## src/rtl/ipc_mbox_pkg.sv

```systemverilog
// Package ipc_mbox_pkg
// Shared constants of the mailbox: word indices of each register window
// (byte offset divided by four) and the fixed identification value.
// Assumes a word-addressed decode in which the low two address bits are zero.
package ipc_mbox_pkg;
    localparam int ID_W     = 0;    // identification word
    localparam int CFG_W    = 4;    // configuration word
    localparam int RSTAT_W  = 5;    // reset-status word
    localparam int MSG_W    = 16;   // first message word (0x40)
    localparam int FULL_W   = 32;   // first full-flag word (0x80)
    localparam int CNT_W    = 48;   // first count word (0xC0)
    localparam int IRQ_W    = 64;   // first pending word (0x100), mask at +1
    localparam int WIN_MAX  = 16;   // queues that fit in one window
    localparam logic [31:0] ID_VALUE = 32'h0000_0020;
endpackage

```

## src/rtl/mbox_queue.sv

```systemverilog
// Module mbox_queue
// One message queue: a circular store of DEPTH words with read/write
// pointers and an occupancy counter. It accepts a push only when not full
// and a pop only when not empty, and it reports which of those happened.
// Assumes DEPTH >= 2. The head output reads zero while the queue is empty.
module mbox_queue #(
    parameter int DW    = 32,
    parameter int DEPTH = 4,
    parameter int CW    = 3
) (
    input  logic          clk,
    input  logic          rst_n,
    input  logic          push,
    input  logic          pop,
    input  logic [DW-1:0] din,
    output logic [DW-1:0] head,
    output logic [CW-1:0] count,
    output logic          full,
    output logic          newmsg,
    output logic          notfull
);
    localparam int PW = $clog2(DEPTH);

    logic [DW-1:0] store [DEPTH];
    logic [PW-1:0] wptr, rptr;
    logic          do_push, do_pop;

    assign full    = (count == CW'(DEPTH));
    assign do_push = push && !full;
    assign do_pop  = pop && (count != '0);
    assign head    = (count != '0) ? store[rptr] : '0;
    assign newmsg  = do_push;
    assign notfull = do_pop && full;

    // Write an accepted word into the slot under the write pointer.
    always_ff @(posedge clk) begin
        if (do_push) store[wptr] <= din;
    end

    // Advance the pointers and the occupancy counter.
    always_ff @(posedge clk) begin
        if (!rst_n) begin
            wptr  <= '0;
            rptr  <= '0;
            count <= '0;
        end else begin
            if (do_push) wptr <= (wptr == PW'(DEPTH - 1)) ? '0 : wptr + 1'b1;
            if (do_pop)  rptr <= (rptr == PW'(DEPTH - 1)) ? '0 : rptr + 1'b1;
            count <= count + CW'(do_push) - CW'(do_pop);
        end
    end
endmodule

```

## src/rtl/mbox_irq_user.sv

```systemverilog
// Module mbox_irq_user
// Pending and mask registers of one interrupt user. Event pulses set
// pending bits. A pending write clears the bits written as one, and an event
// in the same cycle wins over the clear. The interrupt is the OR of
// pending AND mask. Assumes the pulses last one cycle per event.
module mbox_irq_user #(
    parameter int EW = 12
) (
    input  logic          clk,
    input  logic          rst_n,
    input  logic [EW-1:0] set_ev,
    input  logic          pend_wr,
    input  logic          mask_wr,
    input  logic [EW-1:0] wbits,
    output logic [EW-1:0] pending,
    output logic [EW-1:0] mask,
    output logic          irq
);
    assign irq = |(pending & mask);

    // Pending bits: clear the bits written as one, then OR in new events.
    always_ff @(posedge clk) begin
        if (!rst_n) pending <= '0;
        else        pending <= (pending & ~(pend_wr ? wbits : '0)) | set_ev;
    end

    // Mask register: plain read/write storage.
    always_ff @(posedge clk) begin
        if (!rst_n)       mask <= '0;
        else if (mask_wr) mask <= wbits;
    end
endmodule

```

## src/rtl/ipc_mailbox.sv

```systemverilog
// Module ipc_mailbox
// Top of the mailbox. It decodes the single-cycle register port, places the
// queues and the interrupt users, and registers the read data. The two
// events of queue n go to pending bits 2n and 2n+1 of every user.
// Assumes NUM_Q <= 16 and NUM_U <= 32 so that each register window fits.
module ipc_mailbox
    import ipc_mbox_pkg::*;
#(
    parameter int NUM_Q = 6,
    parameter int NUM_U = 4,
    parameter int DEPTH = 4,
    parameter int DW    = 32,
    parameter int AW    = 12
) (
    input  logic          clk,
    input  logic          rst_n,
    input  logic [AW-1:0] addr,
    input  logic          wr_en,
    input  logic          rd_en,
    input  logic [DW-1:0] wdata,
    output logic [DW-1:0] rdata,
    output logic [NUM_U-1:0] irq
);
    localparam int EW = 2 * NUM_Q;
    localparam int CW = $clog2(DEPTH + 1);
    localparam int WW = AW - 2;

    logic [WW-1:0]                widx;
    logic                         aligned;
    logic [NUM_Q-1:0][DW-1:0]     q_head;
    logic [NUM_Q-1:0][CW-1:0]     q_cnt;
    logic [NUM_Q-1:0]             q_full;
    logic [EW-1:0]                ev;
    logic [NUM_U-1:0][EW-1:0]     st_all;
    logic [NUM_U-1:0][EW-1:0]     en_all;
    logic                         cfg_auto, cfg_smart;
    logic [DW-1:0]                rd_mux;

    assign widx    = addr[AW-1:2];
    assign aligned = (addr[1:0] == 2'b00);

    for (genvar q = 0; q < NUM_Q; q++) begin : g_queue
        logic hit;
        assign hit = aligned && (int'(widx) == MSG_W + q);
        mbox_queue #(.DW(DW), .DEPTH(DEPTH), .CW(CW)) u_queue (
            .clk     (clk),
            .rst_n   (rst_n),
            .push    (wr_en && hit),
            .pop     (rd_en && hit),
            .din     (wdata),
            .head    (q_head[q]),
            .count   (q_cnt[q]),
            .full    (q_full[q]),
            .newmsg  (ev[2*q]),
            .notfull (ev[2*q+1])
        );
    end

    for (genvar u = 0; u < NUM_U; u++) begin : g_user
        logic pend_hit, mask_hit;
        assign pend_hit = aligned && (int'(widx) == IRQ_W + 2*u);
        assign mask_hit = aligned && (int'(widx) == IRQ_W + 2*u + 1);
        mbox_irq_user #(.EW(EW)) u_user (
            .clk     (clk),
            .rst_n   (rst_n),
            .set_ev  (ev),
            .pend_wr (wr_en && pend_hit),
            .mask_wr (wr_en && mask_hit),
            .wbits   (wdata[EW-1:0]),
            .pending (st_all[u]),
            .mask    (en_all[u]),
            .irq     (irq[u])
        );
    end

    // Configuration register: only the two idle-hint bits are stored.
    always_ff @(posedge clk) begin
        if (!rst_n) begin
            cfg_auto  <= 1'b0;
            cfg_smart <= 1'b0;
        end else if (wr_en && aligned && int'(widx) == CFG_W) begin
            cfg_auto  <= wdata[0];
            cfg_smart <= wdata[4];
        end
    end

    // Read multiplexer: select the addressed register, zero when unmapped.
    always_comb begin
        rd_mux = '0;
        if (aligned) begin
            if (int'(widx) == ID_W)    rd_mux = DW'(ID_VALUE);
            if (int'(widx) == RSTAT_W) rd_mux = DW'(1);
            if (int'(widx) == CFG_W) begin
                rd_mux[0] = cfg_auto;
                rd_mux[4] = cfg_smart;
            end
            for (int q = 0; q < NUM_Q; q++) begin
                if (int'(widx) == MSG_W + q)  rd_mux = q_head[q];
                if (int'(widx) == FULL_W + q) rd_mux = DW'(q_full[q]);
                if (int'(widx) == CNT_W + q)  rd_mux = DW'(q_cnt[q]);
            end
            for (int u = 0; u < NUM_U; u++) begin
                if (int'(widx) == IRQ_W + 2*u)     rd_mux = DW'(st_all[u]);
                if (int'(widx) == IRQ_W + 2*u + 1) rd_mux = DW'(en_all[u]);
            end
        end
    end

    // Read data register: holds the selected word for one cycle after a read.
    always_ff @(posedge clk) begin
        if (!rst_n) rdata <= '0;
        else        rdata <= rd_en ? rd_mux : '0;
    end
endmodule

```

## config.mk

```make
export PLATFORM = sky130hd
export DESIGN_NAME = ipc_mailbox
export DESIGN_NICKNAME = d
export VERILOG_FILES = /design/src/rtl/ipc_mbox_pkg.sv /design/src/rtl/mbox_queue.sv /design/src/rtl/mbox_irq_user.sv /design/src/rtl/ipc_mailbox.sv
export SDC_FILE = /design/constraint.sdc
export NUM_CORES = 1
export LEC_CHECK = 0
export BUFFER_PORTS_ARGS = -buffer_cell sky130_fd_sc_hd__buf_2
export CORE_MARGIN = 2
export CORE_UTILIZATION = 50
export CTS_BUF_LIST = sky130_fd_sc_hd__clkbuf_8 sky130_fd_sc_hd__clkbuf_16
export CTS_CLUSTER_DIAMETER = 150
export DETAILED_ROUTE_END_ITERATION = 6
export HOLD_SLACK_MARGIN = 0.1
export PLACE_DENSITY = 0.68
export SLEW_MARGIN = 20
export SYNTH_ARGS = -nofsm -noshare
export SYNTH_HDL_FRONTEND = slang
export SYNTH_SLANG_ARGS = --single-unit
```

## constraint.sdc

```tcl
create_clock -name clk -period 8.2 [get_ports clk]
set_input_delay 0 -clock clk [delete_from_list [all_inputs] [get_ports clk]]
set_output_delay 0 -clock clk [all_outputs]
set_load 0.01 [all_outputs]
```

==> flow_metrics.tcl <==
set metrics [dict create \
    status "complete, no violations" \
    final_common_cell "edfxtp_1" \
    rows 101 \
    drtIter0Drc 2459 \
    cp.arrival_ns 4.24 \
    crit_cells 14 \
    drive_above_1_share 0.212 \
    clk_latency_ns 0.69 \
    clkTransAtPathRegs_ns 0.06 \
    fillerInstances 5742 \
    drv_cap 0 \
    setup-tns-final_ns 0 \
    dieArea_sq_um 78200 \
    finalCritPeriodShare 0.451 \
    numCtsBuffers 96 \
    ys_seq_area_frac 0.704 \
    grt_max_degree 102 \
    area_growth_pct 13.3 \
    dieHeight_microns 280 \
    internal_power_w 0.00780 \
    postCtsSetupBuffers 0 \
    hpwl_mm 63.3 \
    fin_area_sq_um 43100 \
    drtPass1Iterations 6 \
    reg2reg_depth 11 \
    wl_mm 104 \
    overflow 0 \
    yosysTopAreaCell "edfxtp_1" \
    critPathMaxFanout 22 \
    fin_nets 2503 \
    ant_nets 0 \
    swShare 0.203 \
    synthArstFlopShare 0 \
    cp-end-kind "flip-flop" \
    grt_pass1_wl_mm 152 \
    r2r_end "g_queue[1].u_queue.count[2]" \
    seqPwrFrac 0.533 \
    hold_depth 7 \
    synth_area_leaders "edfxtp_1 61%, mux4_2 11%, dfxtp_1 9.7%, nand2_1 2.6%, ha_1 1.4%" \
    synth-edff-count 768 \
    drc 0 \
    track_usage 0.269 \
    cts.path.max_buffers 3 \
    crit_type "input port to flip-flop" \
    ioPinCount 84 \
    cp.required_ns 8.74 \
    synthDistinctLibCells 75 \
    yosysTopAreaCellShare 0.607 \
    antenna_found_initial 2 \
    min_path_type "input port to flip-flop" \
    syn_inst 2280 \
    power_density_nw_per_um2 227 \
    power_frac_comb 0.017 \
    final_max_slew_viol_count 0 \
    clock.fmax_mhz 270 \
    ys_ff_latch 952 \
    crit_family "simple AND/OR/NAND/NOR gates" \
    setup.worst_path.end "g_queue[1].u_queue.count[2]" \
    r2r_start "g_queue[1].u_queue.count[1]" \
    cts-root-buf "clkbuf_16" \
    cpMaxStageDelayCell "nor4_4" \
    placed_area_sq_um 39400 \
    synth.avg_cell_area_sq_um 16.7 \
    ir_drop_mv 0.207 \
    startpoint_type "input port" \
    regToRegSetupSlack_ns 5.00 \
    max_stage_delay_ns 0.95 \
    tritoncts "built" \
    wl_per_cell_microns 29.9 \
    place_congestion 0.957 \
    finalCriticalPeriod_ns 3.70 \
    routed_via_density 6.23 \
    h-tree-depth 3 \
    core_area_sq_um 75600 \
    maxSlewHeadroom 0.241 \
    initial_core_util 0.503 \
    syn_area_sq_um 38000 \
    yosys_warnings 0 \
    clkPwrFrac 0.450 \
    rsz0062_at_grt "no" \
    finClkSkew_ns 0.0508 \
    num_vias 21600 \
    antennaDiodeCount 0 \
    syn-num-nets 2376 \
    grt_pass1_vias 21900 \
    setup_violations 0 \
    synth_ff_type "edfxtp_1" \
    power.switching_w 0.00199 \
    fp.dieW_microns 280 \
    critPathBufInv 5 \
    crit_chain "dlygate4sd3_1 -> buf_2 -> or4b_1 -> buf_4 -> nor4_4 -> and2_1 -> ha_1 -> inv_1 -> ha_1 -> inv_1 -> fa_1 -> xnor2_1 -> xnor2_1 -> and2_1" \
    final_hold_viol_count 0 \
    startpoint "addr[6]" \
    portBuffers 83 \
    power_leakage_nw 13.7 \
    layout_common_cells "768 x edfxtp_1, 265 x nand2_1, 192 x mux4_2, 172 x dfxtp_1, 97 x clkbuf_16" \
    tightestPinTransition_ns 1.13 \
    cts_sinks 952 \
]
[how the worst min path moves through the flow]
stage / start / end / slack, ns
floorplan: wdata[0] / g_queue[0].u_queue.store[0][0] / 0.1
global placement: rdata[1] / rdata[1] / 0.39
detailed placement: rdata[19] / rdata[19] / 0.39
CTS: addr[10] / rdata[4] / 0.12
global route: addr[3] / rdata[0] / 0.20
finish: addr[10] / rdata[4] / 0.15
[layer usage]
metal,up-vias,GRT usage,part of all wire
met5,-,0,0.00013
met2,951,0.454,0.50
met4,2,0.106,0.042
li1,9224,-,-
met1,11200,0.356,0.39
met3,217,0.0376,0.066
[worst reg2reg max path, stage by stage, from the launching register on]
cell and delay, ns:
dfxtp_1 0.46, nor3_1 0.18, nor4_4 0.82, and2_1 0.31, ha_1 0.25, inv_1 0.06, ha_1 0.12, inv_1 0.06
fa_1 0.41, xnor2_1 0.15, xnor2_1 0.13, and2_1 0.15
[sequential cells by signal, summed over array words and instances, names as in the netlist, named ones only]
register and count:
g_queue.u_queue.wptr 12, rdata 32, cfg_smart 1, g_user.u_user.mask 48
g_queue.u_queue.rptr 12, cfg_auto 1, g_user.u_user.pending 48, g_queue.u_queue.count 18
g_queue.u_queue.store 768
[cell usage after synthesis, types with 33 or more instances]
cell type / n
a22oi_1: 41
a22o_1: 33
a21oi_1: 81
and2_1: 37
dfxtp_1: 184
ha_1: 42
mux4_2: 192
inv_1: 38
nand3_1: 34
buf_2: 34
clkbuf_1: 76
a21boi_0: 60
edfxtp_1: 768
nor2b_1: 47
nand2_1: 265
[power groups by stage]
stage               clock, W  sequential, W  combinational (W)
detailed placement         0        0.00531           0.000152
finish               0.00441        0.00521           0.000167
floorplan                  0        0.00532          0.0000482
CTS                  0.00445        0.00521           0.000166
global route         0.00463        0.00521           0.000176
global placement           0        0.00531           0.000146
[per-stage QoR]
stage / worst slack (ns) / total power, W / hold slack (ns) / std cells / util
after floorplan: 5.40 / 0.00536 / 0.0989 / 2280 / -
after global placement: 4.50 / 0.00546 / 0.394 / 3246 / 0.522
after detailed placement: 4.44 / 0.00547 / 0.392 / 3246 / 0.522
after CTS: 4.58 / 0.00983 / 0.119 / 3465 / 0.570
after global routing: 4.35 / 0.0100 / 0.199 / 3465 / 0.570
final: 4.50 / 0.00979 / 0.154 / 3465 / 0.570
[layout make-up]
| type | instances | area [sq um] | share of cell area |
|---|---|---|---|
| timing repair buffer | 169 | 1170 | 0.0271 |
| multi-input combinational | 1146 | 10500 | 0.244 |
| tap | 978 | 1220 | 0.0284 |
| clock buffer | 108 | 2580 | 0.0599 |
| clock inverter | 70 | 658 | 0.0153 |
| inverter | 42 | 158 | 0.00366 |
| sequential | 952 | 26800 | 0.621 |
[what timing repair did]
item,CTS,global route
resized for setup,0,0
endpoints found under the hold margin,905,0
hold buffers,41,0
[kinds of logic after synthesis]
kind of cell               synth area share
AOI/OAI and AO/OA                    0.0695
xor gates and xnor gates            0.00277
adders and majority gates            0.0170
buffers and inverters                0.0213
DFF                                   0.704
muxes                                 0.120
and+or+nand+nor                      0.0659
Note: power is estimated with default switching activity, not from simulation.
